**src/rtl/tlbm_pkg.sv**
```systemverilog
package tlbm_pkg;

    localparam int ASID_W   = 8;
    localparam int HI_SHIFT = 11;
    localparam int LO_SHIFT = 6;
    localparam int CATTR_W  = 3;

    typedef logic [ASID_W-1:0] asid_t;

    typedef struct packed {
        logic [CATTR_W-1:0] cattr;
        logic               dirty;
        logic               valid;
    } pg_attr_t;

    typedef enum logic [1:0] {
        UPD_NONE,
        UPD_WRITE,
        UPD_FLUSH
    } upd_e;

    function automatic logic [LO_SHIFT-1:0] lo_meta(pg_attr_t a, logic g);
        return {a.cattr, a.dirty, a.valid, g};
    endfunction

endpackage

```
**src/rtl/tlbm_match.sv**
```systemverilog
module tlbm_match
    import tlbm_pkg::*;
#(
    parameter int VPN_W = 19
) (
    input  logic [VPN_W-1:0] ent_vpn,
    input  logic [VPN_W-1:0] ent_mask,
    input  asid_t            ent_asid,
    input  logic             ent_glob,
    input  logic             ent_live,
    input  logic [VPN_W-1:0] req_vpn,
    input  asid_t            req_asid,
    output logic             hit
);
    logic vpn_eq;
    logic asid_ok;

    always_comb begin
        vpn_eq  = ((req_vpn ^ ent_vpn) & ~ent_mask) == '0;
        asid_ok = ent_glob || (req_asid == ent_asid);
        hit     = ent_live && vpn_eq && asid_ok;
    end
endmodule

```
**src/rtl/tlbm_first.sv**
```systemverilog
module tlbm_first #(
    parameter int N     = 8,
    parameter int IDX_W = 3
) (
    input  logic [N-1:0]     req,
    output logic             found,
    output logic [IDX_W-1:0] idx
);
    always_comb begin
        found = 1'b0;
        idx   = '0;
        for (int i = N - 1; i >= 0; i--) begin
            if (req[i]) begin
                found = 1'b1;
                idx   = IDX_W'(i);
            end
        end
    end
endmodule

```
**src/rtl/tlbm_victim.sv**
```systemverilog
module tlbm_victim #(
    parameter int ENTRIES = 8,
    parameter int IDX_W   = 3
) (
    input  logic             clk,
    input  logic             rst,
    input  logic             flush,
    input  logic             adv,
    output logic [IDX_W-1:0] ptr
);
    localparam logic [IDX_W-1:0] LAST = IDX_W'(ENTRIES - 1);

    always_ff @(posedge clk) begin
        if (rst || flush) begin
            ptr <= '0;
        end else if (adv) begin
            ptr <= (ptr == LAST) ? '0 : ptr + 1'b1;
        end
    end
endmodule

```
**src/rtl/tlbm_top.sv**
```systemverilog
module tlbm_top
    import tlbm_pkg::*;
#(
    parameter int ENTRIES  = 8,
    parameter int VPN_W    = 19,
    parameter int PFN_W    = 20,
    parameter int IDX_IN_W = 4,
    localparam int IDX_W   = $clog2(ENTRIES),
    localparam int PR_W    = IDX_W + 1,
    localparam int HI_W    = VPN_W + HI_SHIFT,
    localparam int LO_W    = PFN_W + LO_SHIFT
) (
    input  logic                clk,
    input  logic                rst,
    input  logic [VPN_W-1:0]    lk_vpn,
    input  logic [ASID_W-1:0]   lk_asid,
    output logic                lk_hit,
    output logic [LO_W-1:0]     lk_lo0,
    output logic [LO_W-1:0]     lk_lo1,
    input  logic [VPN_W-1:0]    pr_vpn,
    input  logic [ASID_W-1:0]   pr_asid,
    output logic [PR_W-1:0]     pr_idx,
    input  logic                wr_en,
    input  logic [IDX_IN_W-1:0] wr_idx,
    input  logic [HI_W-1:0]     wr_hi,
    input  logic [HI_W-1:0]     wr_mask,
    input  logic [LO_W-1:0]     wr_lo0,
    input  logic [LO_W-1:0]     wr_lo1,
    input  logic [IDX_W-1:0]    rd_idx,
    output logic [HI_W-1:0]     rd_hi,
    output logic [HI_W-1:0]     rd_mask,
    output logic [LO_W-1:0]     rd_lo0,
    output logic [LO_W-1:0]     rd_lo1,
    input  logic                flush,
    input  logic                adv,
    output logic [IDX_W-1:0]    victim
);
    typedef struct packed {
        logic [VPN_W-1:0] vpn;
        logic [VPN_W-1:0] mask;
        asid_t            asid;
        logic             glob;
        logic [PFN_W-1:0] pfn0;
        pg_attr_t         a0;
        logic [PFN_W-1:0] pfn1;
        pg_attr_t         a1;
    } ent_t;

    function automatic logic [LO_W-1:0] pk_lo(logic [PFN_W-1:0] p, pg_attr_t a, logic g);
        return {p, lo_meta(a, g)};
    endfunction

    function automatic logic [HI_W-1:0] pk_hi(ent_t e);
        return {e.vpn, {(HI_SHIFT - ASID_W){1'b0}}, e.asid};
    endfunction

    ent_t         tab [ENTRIES];
    ent_t         new_ent;
    upd_e         upd;
    logic [ENTRIES-1:0] lk_req;
    logic [ENTRIES-1:0] pr_req;
    logic         lk_found;
    logic         pr_found;
    logic [IDX_W-1:0] lk_sel;
    logic [IDX_W-1:0] pr_sel;
    ent_t         lk_e;
    ent_t         rd_e;
    logic         unused_fields;

    assign unused_fields = ^{wr_hi[HI_SHIFT-1:ASID_W], wr_mask[HI_SHIFT-1:0]};

    // decode of the packed write words
    always_comb begin
        new_ent.vpn  = wr_hi[HI_W-1:HI_SHIFT];
        new_ent.asid = wr_hi[ASID_W-1:0];
        new_ent.mask = wr_mask[HI_W-1:HI_SHIFT];
        new_ent.glob = wr_lo0[0] & wr_lo1[0];
        new_ent.pfn0 = wr_lo0[LO_W-1:LO_SHIFT];
        new_ent.a0   = pg_attr_t'(wr_lo0[LO_SHIFT-1:1]);
        new_ent.pfn1 = wr_lo1[LO_W-1:LO_SHIFT];
        new_ent.a1   = pg_attr_t'(wr_lo1[LO_SHIFT-1:1]);
    end

    always_comb begin
        if (flush)      upd = UPD_FLUSH;
        else if (wr_en) upd = UPD_WRITE;
        else            upd = UPD_NONE;
    end

    always_ff @(posedge clk) begin
        for (int i = 0; i < ENTRIES; i++) begin
            if (rst || upd == UPD_FLUSH) begin
                tab[i] <= '0;
            end else if (upd == UPD_WRITE && wr_idx == IDX_IN_W'(i)) begin
                tab[i] <= new_ent;
            end
        end
    end

    // per-slot comparators for both ports
    for (genvar g = 0; g < ENTRIES; g++) begin : g_slot
        logic live;
        assign live = tab[g].a0.valid | tab[g].a1.valid;

        tlbm_match #(.VPN_W(VPN_W)) u_lk (
            .ent_vpn (tab[g].vpn),
            .ent_mask(tab[g].mask),
            .ent_asid(tab[g].asid),
            .ent_glob(tab[g].glob),
            .ent_live(live),
            .req_vpn (lk_vpn),
            .req_asid(lk_asid),
            .hit     (lk_req[g])
        );

        tlbm_match #(.VPN_W(VPN_W)) u_pr (
            .ent_vpn (tab[g].vpn),
            .ent_mask(tab[g].mask),
            .ent_asid(tab[g].asid),
            .ent_glob(tab[g].glob),
            .ent_live(live),
            .req_vpn (pr_vpn),
            .req_asid(pr_asid),
            .hit     (pr_req[g])
        );
    end

    tlbm_first #(.N(ENTRIES), .IDX_W(IDX_W)) u_lk_first (
        .req  (lk_req),
        .found(lk_found),
        .idx  (lk_sel)
    );

    tlbm_first #(.N(ENTRIES), .IDX_W(IDX_W)) u_pr_first (
        .req  (pr_req),
        .found(pr_found),
        .idx  (pr_sel)
    );

    always_comb begin
        lk_e   = lk_found ? tab[lk_sel] : '0;
        lk_hit = lk_found;
        lk_lo0 = pk_lo(lk_e.pfn0, lk_e.a0, lk_e.glob);
        lk_lo1 = pk_lo(lk_e.pfn1, lk_e.a1, lk_e.glob);
        pr_idx = pr_found ? {1'b0, pr_sel} : '1;
    end

    always_comb begin
        rd_e    = (int'(rd_idx) < ENTRIES) ? tab[rd_idx] : '0;
        rd_hi   = pk_hi(rd_e);
        rd_mask = {rd_e.mask, {HI_SHIFT{1'b0}}};
        rd_lo0  = pk_lo(rd_e.pfn0, rd_e.a0, rd_e.glob);
        rd_lo1  = pk_lo(rd_e.pfn1, rd_e.a1, rd_e.glob);
    end

    tlbm_victim #(.ENTRIES(ENTRIES), .IDX_W(IDX_W)) u_victim (
        .clk  (clk),
        .rst  (rst),
        .flush(flush),
        .adv  (adv),
        .ptr  (victim)
    );
endmodule

```
**config.mk**
```make
export PLATFORM = sky130hd
export DESIGN_NAME = tlbm_top
export DESIGN_NICKNAME = d
export VERILOG_FILES = /design/src/rtl/tlbm_pkg.sv /design/src/rtl/tlbm_match.sv /design/src/rtl/tlbm_first.sv /design/src/rtl/tlbm_victim.sv /design/src/rtl/tlbm_top.sv
export SDC_FILE = /design/constraint.sdc
export NUM_CORES = 2
export LEC_CHECK = 0
export ABC_AREA = 1
export BUFFER_PORTS_ARGS = -buffer_cell sky130_fd_sc_hd__buf_2
export CAP_MARGIN = 20
export CORE_MARGIN = 5
export CORE_UTILIZATION = 60
export CTS_CLUSTER_SIZE = 40
export DETAILED_ROUTE_END_ITERATION = 10
export PLACE_DENSITY = 0.76
export SLEW_MARGIN = 20
export SYNTH_ARGS = -nofsm -noshare
export SYNTH_HDL_FRONTEND = slang
export SYNTH_HIERARCHICAL = 1
export SYNTH_SLANG_ARGS = --single-unit
```
**constraint.sdc**
```tcl
create_clock -name clk -period 5.08 [get_ports clk]
set_input_delay 0.508 -clock clk [delete_from_list [all_inputs] [get_ports clk]]
set_output_delay 0.508 -clock clk [all_outputs]
set_load 0.01 [all_outputs]
```
==> results.md <==
- Status: finished, final reports clean
- # IOs: 350
- Worst reg2reg setup slack: 4.04 ns
- Critical path class: register to output port
- Total track usage: 35.6%
- Initial antenna violation count: 11
- Required time worst endpoint: 4.57 ns
- Nets@finish: 7219
- Die H: 294 um
- Vias in the first global route: 43271
- RSZ-0062 raised after global routing: no
- Clk Latency, worst-skew pair: 0.64 ns
- Area Growth Syn to Fin: 10.4%
- Class of the worst hold path: primary input to register
- DR WL/cell: 19.5 um
- Commonest non-fill, non-tap cell in the layout: nand2_1
- Die X-Extent: 294 um
- Largest net degree at the start of global routing: 205
- Worst hold path depth: 3
- CP Capture Type: output port
- Min Hold Slack: 0.160 ns
- Power density cells: 293 nW/um^2
- Synth cell types: 28
- Htree depth: 3
- Max_cap viols: 0
- CTS resizes: 0
- Number of hold buffers added after cts: 0
- Register area: 23400 um^2
- Drt first-iter violations: 5768
- Worst VDD drop: 0.000258 V
- Tmin final: 4.98 ns
- CTS clk-pin slew, worst paths: 0.06 ns
- Syn_area_per_cell: 7.03 um^2
- Placed insts: 8012
- Port Buffers: 321
- Die area: 86600 um^2
- Core ar.: 80400 um^2
- Commonest cells after routing, fill and taps aside: nand2_1, nor2_1, inv_1
- Total iterations of the first detailed-routing run: 9
- Clock Path Buffers: 3
- Detail Route Antenna Nets: 0
- Filler cell count: 6785
- WHS Endpoint: u_victim/ptr[2]
- Synth Instances: 6896
- # Post-CTS Setup Buffers: 0
- Area of the multi-input gates: 20800 um^2
- Critical path launch point type: register
- Worst Tran Pin Value: 1.36 ns
- Hold Startpoint: adv
- Pins Over Slew Limit: 0
- Final RePlAce weighted congestion: 0.972
- Warnings, synthesis: 6
- Mapped Area: 48500 um^2
- Final core utilization: 66.6%
- Sequential area share after synthesis: 48.2%
- Final setup violation count: 0
- Rows: 104
- Final clock skew: 0.000143 ns
- Routed via count: 45935
- First-pass GRT wire length: 241000 um
- Final wirelength: 159000 um
- Achievable Freq: 0.201 GHz
- Total Power: 15.7 mW
- DP HPWL: 95700 um
- Total negative setup slack: 0 ns
- Layout cells sized above 1: 7.68%
- Sink Count: 779
- Final period utilization: 98.0%
- Via-per-instance ratio: 5.63
- Worst-path fanout max: 204
- Remaining DRCs: 0
- CP arrival: 4.47 ns
- Finished Layout Cells: 8162
- TritonCTS buffer count: 85
- GRT overflow: 0
- CTS tree: yes
- Fin. Hold Viols: 0
- Initial Util: 60.3%
- FF-to-FF End: u_victim/ptr[2]
- CTS root buf: clkbuf_16
- Slew headroom: 9.49%
- Critical R2R Launch: u_victim/ptr[0]
- Reg2Reg Depth: 4
- Leakage power: 25.6 nW
- #FFs+latches synth: 779
routing by layer:
| metal | track usage [%] | vias to the layer above | part of all wire, % |
|---|---|---|---|
| met5 | 0 | - | 0.0044 |
| met4 | 17.3 | 2 | 5.1 |
| met3 | 5.93 | 487 | 12 |
| met1 | 48.2 | 21046 | 38 |
| met2 | 56.4 | 2662 | 45 |
| li1 | - | 21738 | - |
report_power, final:
group	internal (mW)	switching, mW
clock network	3.31	2.60
registers	7.41	0.242
logic	0.642	1.50
total	11.4	4.34
worst max-delay path, cell delays in order (launching register included):
cell	delay, ns
edfxtp_1	0.43
or2_0	0.24
nand2_1	0.09
nand2_1	0.06
nor2_1	0.29
nand3_1	0.18
nor2_1	0.21
inv_1	0.08
nand2_1	0.07
nand2_1	0.05
nand2_1	0.05
nand2_1	0.08
a21oi_4	0.22
buf_12	0.52
nand2_1	0.15
nand3_1	0.14
nand2_1	0.08
nor2_1	0.13
nor2_1	0.12
buf_2	0.16
area by class of cell:
cell class	instances	area share [%]
sequential	779	43.6
multi-input combinational	4947	38.8
inverter	853	6.01
timing repair buffer	373	4.29
clock buffer	101	4.08
tap	1060	2.48
clock inverter	40	0.692
antenna	9	0.0421
flip-flops by register name, summed over array words and instances, names as in the netlist:
register,flops
u_victim/ptr,3
tab,776
Yosys cell counts:
cell type  instances  share of area, %
a21oi_1          120               1.2
a31oi_1            2             0.026
buf_1             34              0.26
buf_2             72              0.74
buf_4             17              0.26
clkbuf_1         207               1.6
clkinv_1           1            0.0077
conb_1             1            0.0077
dfxtp_1            3              0.12
edfxtp_1         776                48
ha_1               2             0.052
inv_1            833               6.4
inv_2             19              0.15
nand2_1         2138                17
nand3_1          322               3.3
nand3_2            8              0.17
nand4_1            2             0.026
nor2_1          1797                14
nor2_2            17              0.22
nor3_2             2             0.041
nor3_4             1             0.034
nor3b_4            1             0.039
o211ai_1         153               2.4
o21ai_0          267               2.8
or2_0             32              0.41
or2_1              2             0.026
or2_2              3             0.039
xnor2_1           64               1.2
how the worst max path moves through the flow:
stage                          start    endpoint  slack (ns)  cells past startpoint
after floorplan                flush   tab[4][0]        1.45                      5
after global placement    lk_asid[2]   lk_lo1[1]        0.80                     22
after detailed placement  lk_asid[2]  lk_lo1[10]        0.73                     22
after CTS                 tab[5][95]  lk_lo1[10]        0.30                     19
after global routing      tab[5][95]  lk_lo1[10]        0.03                     19
final                     tab[5][95]  lk_lo1[10]        0.10                     19
through the flow:
stage	setup WS, ns	cell area, um^2
after floorplan	1.45	48600
after global placement	0.804	51000
after detailed placement	0.727	51000
after CTS	0.301	53500
after global routing	0.0265	53500
final	0.104	53500
cells by family (layout without fill, tap and decap cells):
logic type,Yosys count,after routing,share of synthesized area [%]
fa+ha+maj,2,2,0.0516
buf+inv,1183,1367,9.47
xor+xnor,64,64,1.16
simple gates,4325,4325,34.8
flops,779,779,48.2
other cells,1,23,0.00773
compound gates,542,542,6.39
No activity file was read; power rests on OpenSTA's default activity.
